<file path="src/rtl/hmc_pkg.sv">
// Package: shared types for the hybrid multicarrier PWM level generator.
// Assumes the carrier arrangement code is two bits wide.
package hmc_pkg;

    // Carrier arrangement selected by the low mode bits.
    typedef enum logic [1:0] {
        ARR_ALL_TRI = 2'd0,   // every band triangular
        ARR_MID_DC  = 2'd1,   // inner bands flat, outer bands triangular
        ARR_OUT_DC  = 2'd2,   // outer bands flat, inner bands triangular
        ARR_RSVD    = 2'd3    // treated as all triangular
    } arr_e;

endpackage

</file>
<file path="src/rtl/hmc_phase_ctr.sv">
// Module: hmc_phase_ctr
// Steps the shared carrier phase once per sample strobe. The phase runs
// over STEPS positions and wraps to zero. A second output gives the phase
// half a period later, for the shifted carrier set.
// Assumes STEPS is even.
module hmc_phase_ctr #(
    parameter int STEPS = 100,
    localparam int PH_W = $clog2(STEPS),
    localparam int HALF = STEPS / 2
) (
    input  logic            clk,
    input  logic            rst_n,
    input  logic            stb,
    output logic [PH_W-1:0] phase,
    output logic [PH_W-1:0] phase_shift
);

    // Advance the phase on each strobe, wrapping at the end of the period.
    always_ff @(posedge clk) begin
        if (!rst_n) begin
            phase <= '0;
        end else if (stb) begin
            phase <= (phase == PH_W'(STEPS - 1)) ? '0 : phase + 1'b1;
        end
    end

    // Derive the phase of the carrier set that runs half a period later.
    always_comb begin
        phase_shift = (phase >= PH_W'(HALF)) ? phase - PH_W'(HALF)
                                             : phase + PH_W'(HALF);
    end

    AST_PHASE_RANGE: assert property (@(posedge clk) disable iff (!rst_n)
        phase < PH_W'(STEPS));
    AST_PHASE_STEP: assert property (@(posedge clk) disable iff (!rst_n)
        stb |=> phase == (($past(phase) == PH_W'(STEPS - 1)) ? '0 : $past(phase) + 1'b1));
    AST_PHASE_IDLE: assert property (@(posedge clk) disable iff (!rst_n)
        !stb |=> $stable(phase));

endmodule

</file>
<file path="src/rtl/hmc_carrier_bank.sv">
// Module: hmc_carrier_bank
// Builds one set of N_SM carriers, stacked in equal bands across the signed
// reference range. Each band is either a symmetric stepped triangle or a flat
// level at the band middle, as the arrangement code selects.
// Assumes N_SM >= 2 and a power-of-two reference range that N_SM divides.
module hmc_carrier_bank
    import hmc_pkg::*;
#(
    parameter int DATA_W = 8,
    parameter int N_SM   = 4,
    parameter int STEPS  = 100,
    localparam int PH_W  = $clog2(STEPS),
    localparam int HALF  = STEPS / 2,
    localparam int BAND  = (2 ** DATA_W) / N_SM
) (
    input  logic [PH_W-1:0]              phase,
    input  arr_e                         arr,
    output logic [N_SM-1:0][DATA_W-1:0]  carriers
);

    logic [PH_W-1:0] tri_pos;

    // Fold the phase into a rising-then-falling triangle position, 0..HALF.
    always_comb begin
        tri_pos = (phase <= PH_W'(HALF)) ? phase : PH_W'(STEPS) - phase;
    end

    for (genvar k = 0; k < N_SM; k++) begin : g_band
        localparam int BASE  = -(2 ** (DATA_W - 1)) + k * BAND;
        localparam bit INNER = (k != 0) && (k != N_SM - 1);

        logic is_dc;
        int   level;

        // Decide whether this band is a flat level under the chosen arrangement.
        always_comb begin
            is_dc = ((arr == ARR_MID_DC) && INNER) || ((arr == ARR_OUT_DC) && !INNER);
        end

        // Form the carrier value: band middle when flat, scaled ramp otherwise.
        always_comb begin
            level = is_dc ? BASE + BAND / 2
                          : BASE + (int'(tri_pos) * (BAND - 1)) / HALF;
        end

        assign carriers[k] = DATA_W'(level);
    end

endmodule

</file>
<file path="src/rtl/hmc_level_count.sv">
// Module: hmc_level_count
// Counts how many carriers lie strictly below the signed reference.
// Assumes the carriers are two's-complement values of the reference width.
module hmc_level_count #(
    parameter int DATA_W = 8,
    parameter int N_SM   = 4,
    localparam int CNT_W = $clog2(N_SM + 1)
) (
    input  logic signed [DATA_W-1:0]     ref_val,
    input  logic [N_SM-1:0][DATA_W-1:0]  carriers,
    output logic [CNT_W-1:0]             count
);

    // Add one for each carrier the reference strictly exceeds.
    always_comb begin
        count = '0;
        for (int k = 0; k < N_SM; k++) begin
            if (ref_val > $signed(carriers[k])) begin
                count = count + 1'b1;
            end
        end
    end

endmodule

</file>
<file path="src/rtl/hybrid_mc_pwm.sv">
// Module: hybrid_mc_pwm (top)
// Per-phase level generator for a modular multilevel converter. A reference
// sample is compared against an upper carrier set, and optionally against a
// half-period shifted lower set. The results become registered insertion
// counts for both arms.
// Assumes sample_stb is high for one cycle per reference sample. mode_sel is
// read on the same edge.
module hybrid_mc_pwm
    import hmc_pkg::*;
#(
    parameter int DATA_W = 8,
    parameter int N_SM   = 4,
    parameter int STEPS  = 100,
    localparam int PH_W  = $clog2(STEPS),
    localparam int CNT_W = $clog2(N_SM + 1),
    localparam int BAND  = (2 ** DATA_W) / N_SM
) (
    input  logic                     clk,
    input  logic                     rst_n,
    input  logic                     sample_stb,
    input  logic signed [DATA_W-1:0] ref_sample,
    input  logic [2:0]               mode_sel,
    output logic [CNT_W-1:0]         upper_cnt,
    output logic [CNT_W-1:0]         lower_cnt
);

    logic [PH_W-1:0]             phase, phase_shift;
    logic [N_SM-1:0][DATA_W-1:0] car_up, car_lo;
    logic [CNT_W-1:0]            cnt_up, cnt_lo;
    arr_e                        arr;
    logic                        split_lower;

    // Split the mode input into the arrangement code and the debug bit.
    always_comb begin
        arr         = arr_e'(mode_sel[1:0]);
        split_lower = mode_sel[2];
    end

    hmc_phase_ctr #(.STEPS(STEPS)) u_phase (
        .clk         (clk),
        .rst_n       (rst_n),
        .stb         (sample_stb),
        .phase       (phase),
        .phase_shift (phase_shift)
    );

    hmc_carrier_bank #(.DATA_W(DATA_W), .N_SM(N_SM), .STEPS(STEPS)) u_bank_up (
        .phase    (phase),
        .arr      (arr),
        .carriers (car_up)
    );

    hmc_carrier_bank #(.DATA_W(DATA_W), .N_SM(N_SM), .STEPS(STEPS)) u_bank_lo (
        .phase    (phase_shift),
        .arr      (arr),
        .carriers (car_lo)
    );

    hmc_level_count #(.DATA_W(DATA_W), .N_SM(N_SM)) u_cnt_up (
        .ref_val  (ref_sample),
        .carriers (car_up),
        .count    (cnt_up)
    );

    hmc_level_count #(.DATA_W(DATA_W), .N_SM(N_SM)) u_cnt_lo (
        .ref_val  (ref_sample),
        .carriers (car_lo),
        .count    (cnt_lo)
    );

    // Capture both arm counts on the sample strobe; lower is the complement.
    always_ff @(posedge clk) begin
        if (!rst_n) begin
            upper_cnt <= '0;
            lower_cnt <= CNT_W'(N_SM);
        end else if (sample_stb) begin
            upper_cnt <= cnt_up;
            lower_cnt <= split_lower ? CNT_W'(N_SM) - cnt_lo
                                     : CNT_W'(N_SM) - cnt_up;
        end
    end

    for (genvar k = 0; k < N_SM; k++) begin : g_chk
        localparam int LO = -(2 ** (DATA_W - 1)) + k * BAND;
        localparam int HI = LO + BAND - 1;
        AST_CARRIER_IN_BAND: assert property (@(posedge clk) disable iff (!rst_n)
            ($signed(car_up[k]) >= LO) && ($signed(car_up[k]) <= HI)
            && ($signed(car_lo[k]) >= LO) && ($signed(car_lo[k]) <= HI));
    end

    AST_HOLD_IDLE: assert property (@(posedge clk) disable iff (!rst_n)
        !sample_stb |=> $stable(upper_cnt) && $stable(lower_cnt));
    AST_ARM_SUM: assert property (@(posedge clk) disable iff (!rst_n)
        sample_stb && !mode_sel[2] |=> (upper_cnt + lower_cnt) == CNT_W'(N_SM));
    AST_CNT_RANGE: assert property (@(posedge clk) disable iff (!rst_n)
        upper_cnt <= CNT_W'(N_SM) && lower_cnt <= CNT_W'(N_SM));
    AST_MIN_REF: assert property (@(posedge clk) disable iff (!rst_n)
        sample_stb && ref_sample == -(2 ** (DATA_W - 1)) |=> upper_cnt == '0);

endmodule

</file>
<file path="config.mk">
export PLATFORM = sky130hd
export DESIGN_NAME = hybrid_mc_pwm
export DESIGN_NICKNAME = d
export VERILOG_FILES = /design/src/rtl/hmc_pkg.sv /design/src/rtl/hmc_phase_ctr.sv /design/src/rtl/hmc_carrier_bank.sv /design/src/rtl/hmc_level_count.sv /design/src/rtl/hybrid_mc_pwm.sv
export SDC_FILE = /design/constraint.sdc
export NUM_CORES = 1
export LEC_CHECK = 0
export BUFFER_PORTS_ARGS = -buffer_cell sky130_fd_sc_hd__buf_2
export CAP_MARGIN = 10
export CORE_MARGIN = 2
export CORE_UTILIZATION = 65
export DETAILED_ROUTE_END_ITERATION = 10
export PLACE_DENSITY = 0.87
export SYNTH_ARGS = -nofsm -noshare
export SYNTH_HDL_FRONTEND = slang
export SYNTH_SLANG_ARGS = --single-unit
</file>
<file path="constraint.sdc">
create_clock -name clk -period 24 [get_ports clk]
set_input_delay 2.4 -clock clk [delete_from_list [all_inputs] [get_ports clk]]
set_output_delay 2.4 -clock clk [all_outputs]
set_load 0.02 [all_outputs]
</file>
==> run summary <==
RSZ-0062 raised after global routing = false
CTS HTree Levels = 1
Syn Inst Count = 1,078
width of the chip = 115 um
n_diodes = 0
GPL Wtd Cong = 0.985
# setup viols final = 0
1st-pass router iterations = 5
Setup Crit Path Kind = flip-flop to flip-flop
R2R cell count = 61
maxcap violations = 0
detailed-route DRC error count = 0
Max Clock Skew = 0.00104 ns
Layout Nets = 1,216
fin crit share = 61.8%
area of the multi-input gates = 0.00724 mm^2
Adder-Cell Fraction of Synth Area = 24.5%
Routed WL = 20,200 um
crit end category = flip-flop
FF-to-FF Start = u_phase.phase[2]
Post-Synth XOR/XNOR Area = 6.86%
Worst Tran Pin Value = 1.06 ns
Ys Warns = 0
Slew Viols, Final = 0
Fmax achieved = 67.4 MHz
Crit path largest cell delay = 0.67 ns
Hold Crit Endpoint = lower_cnt[0]
Startpoint Class = flip-flop
register area share after synthesis = 3.24%
vias per std cell = 6.76
Rows = 40
status = completed
Syn Nets = 1,229
initial antenna violation count = 0
fin crit period = 14.84 ns
share of layout cells above drive strength 1 = 8.08%
Area Growth Syn to Fin = 2.29%
clk sink count = 13
first-pass GRT wire length = 34,000 um
Post-synth EDFFs = 0
IO Count = 20
Yosys reg bits = 13
Hold Path Class = flip-flop to flip-flop
pin count of the biggest net entering global routing = 17
Routed Antenna Nets = 0
DR WL/cell = 16.7 um
Post-Synth Simple-Gate Area = 22.4%
Util after Layout = 68.3%
worst-path fanout max = 16
CTS-repair resized insts = 0
launch point of the worst hold path = lower_cnt[0]
Die ar. = 0.0132 mm^2
core area = 0.0120 mm^2
Critical R2R Capture = lower_cnt[2]
Die H = 115 um
Worst Path Required = 24.13 ns
Mapped Avg Cell Area = 7.44 um^2
global-route usage over all layers = 30.1%
DP HPWL = 16,300 um
Crit-path slowest cell = nor2_1
setup tns final = 0 ns
Compound-Gate Fraction of Synth Area = 33.6%
mux share of post-synthesis cell area = 2.90%
# hold bufs at CTS = 0
Vias = 8,187
clk buf depth = 2
Clock Pin Slew Worst Setup and Hold Paths = 0.05 ns
Rel. slew slack = 28.8%
1st-iter DRT viols = 809
post-CTS setup buffers = 0
vias in the first global route = 7,560
Synth Flop Type = dfxtp_1
count of cell types in the netlist = 105
Crit path arrival time = 14.97 ns
largest family of logic cells by synthesized area = compound AO/OA/AOI/OAI gates
Async S/R FF share, synth = 0%
FF-to-FF setup slack = 9.16 ns
hold path cells = 1
CTS Root Buffer Type = clkbuf_16
total CTS buffers = 3
port bufs = 19
clk_lat worst skew = 0.24 ns
GR Overflow Total = 0
Initial Util = 66.8%
fill count = 1,036
Cell Area, Synth = 0.00802 mm^2
Hold Violations, Final = 0
CTS tree = yes
register area = 260 um^2
final hold slack = 0.477 ns
-- per-layer routing --
metal,GRT usage [%],wire (um),vias to the layer above
li1,-,-,3992
met1,38.3,8770,3827
met2,54.7,9810,309
met3,2.27,1090,59
met4,8.43,503,0
met5,0,0,-
-- synth_stat cells, types with 9 or more instances --
master,number,area [um^2]
ha_1,107,1340
nor2_1,99,372
inv_1,89,334
nand2_1,82,308
a21oi_1,67,335
xnor2_1,47,412
o21ai_0,46,230
nand3_1,35,175
fa_1,30,601
nor3_1,27,135
a21o_1,26,195
a211oi_1,25,188
a31oi_1,21,131
clkbuf_1,20,75.1
mux2i_1,16,160
nor2b_1,15,93.8
nand4_1,14,87.6
o21a_1,14,105
or3_1,14,87.6
xor2_1,14,123
dfxtp_1,13,260
o211ai_1,13,97.6
o31ai_1,12,90.1
nand2b_1,11,68.8
and3_1,9,56.3
nor4_1,9,56.3
-- layout by cell type, fill, tap and decap left out, types with 11 or more instances in the layout --
master    instances
nand2b_1         11
or3_1            14
fa_1             30
o31ai_1          12
mux2i_1          16
nand2_1          82
ha_1            107
o21ai_0          46
a211oi_1         25
o211ai_1         13
nand3_1          35
nor3_1           27
inv_1            89
dfxtp_1          13
a21oi_1          67
buf_2            19
o21a_1           14
xnor2_1          47
nor2b_1          15
a21o_1           26
xor2_1           14
a31oi_1          21
nor2_1           99
nand4_1          14
-- how the worst max path moves through the flow --
| stage | from | end | slack, ns | cells after the start |
|---|---|---|---|---|
| floorplan | u_phase.phase[2] | lower_cnt[2] | 11.07 | 62 |
| global placement | u_phase.phase[0] | lower_cnt[2] | 9.92 | 58 |
| detailed placement | u_phase.phase[0] | lower_cnt[2] | 9.39 | 59 |
| CTS | u_phase.phase[2] | lower_cnt[2] | 9.36 | 61 |
| global route | u_phase.phase[0] | lower_cnt[2] | 7.73 | 60 |
| finish | u_phase.phase[2] | lower_cnt[2] | 9.16 | 61 |
-- cells by family after synthesis --
family,Yosys count
DFF,13
buffers and inverters,128
muxes,22
adders and majority gates,140
xor gates and xnor gates,62
and+or+nand+nor,361
AOI/OAI and AO/OA,352
-- state kept, by name, summed over array words and instances, names as in the netlist --
name	count
u_phase.phase	7
lower_cnt	3
upper_cnt	3
-- area by class of cell --
| class | instances | area share [%] |
|---|---|---|
| timing repair buffer | 20 | 1.25 |
| multi-input combinational | 937 | 88.2 |
| clock inverter | 1 | 0.0610 |
| clock buffer | 3 | 0.915 |
| sequential | 13 | 3.17 |
| tap | 147 | 2.24 |
| inverter | 90 | 4.12 |
-- metrics by stage --
step / cell area [um^2] / setup slack, ns / std cells
2_1_floorplan: 8020 / 11.07 / 1078
3_3_place_gp: 8130 / 9.92 / 1207
3_5_place_dp: 8130 / 9.39 / 1207
4_1_cts: 8210 / 9.36 / 1211
5_1_grt: 8210 / 7.73 / 1211
6_report: 8210 / 9.16 / 1211
-- worst max-delay path, delay by kind of cell (launching register included) --
family | cells | cell delay [ns]
AO/OA/AOI/OAI | 24 | 4.96
buffers and inverters | 7 | 0.91
XOR/XNOR | 3 | 0.67
multiplexers | 2 | 0.55
adder cells (fa/ha/maj) | 10 | 3.54
AND/OR/NAND/NOR | 15 | 3.63
flip-flops | 1 | 0.45
Power is not shown: default switching activity piles up to over one toggle a cycle in this logic, so the estimate is an artifact.
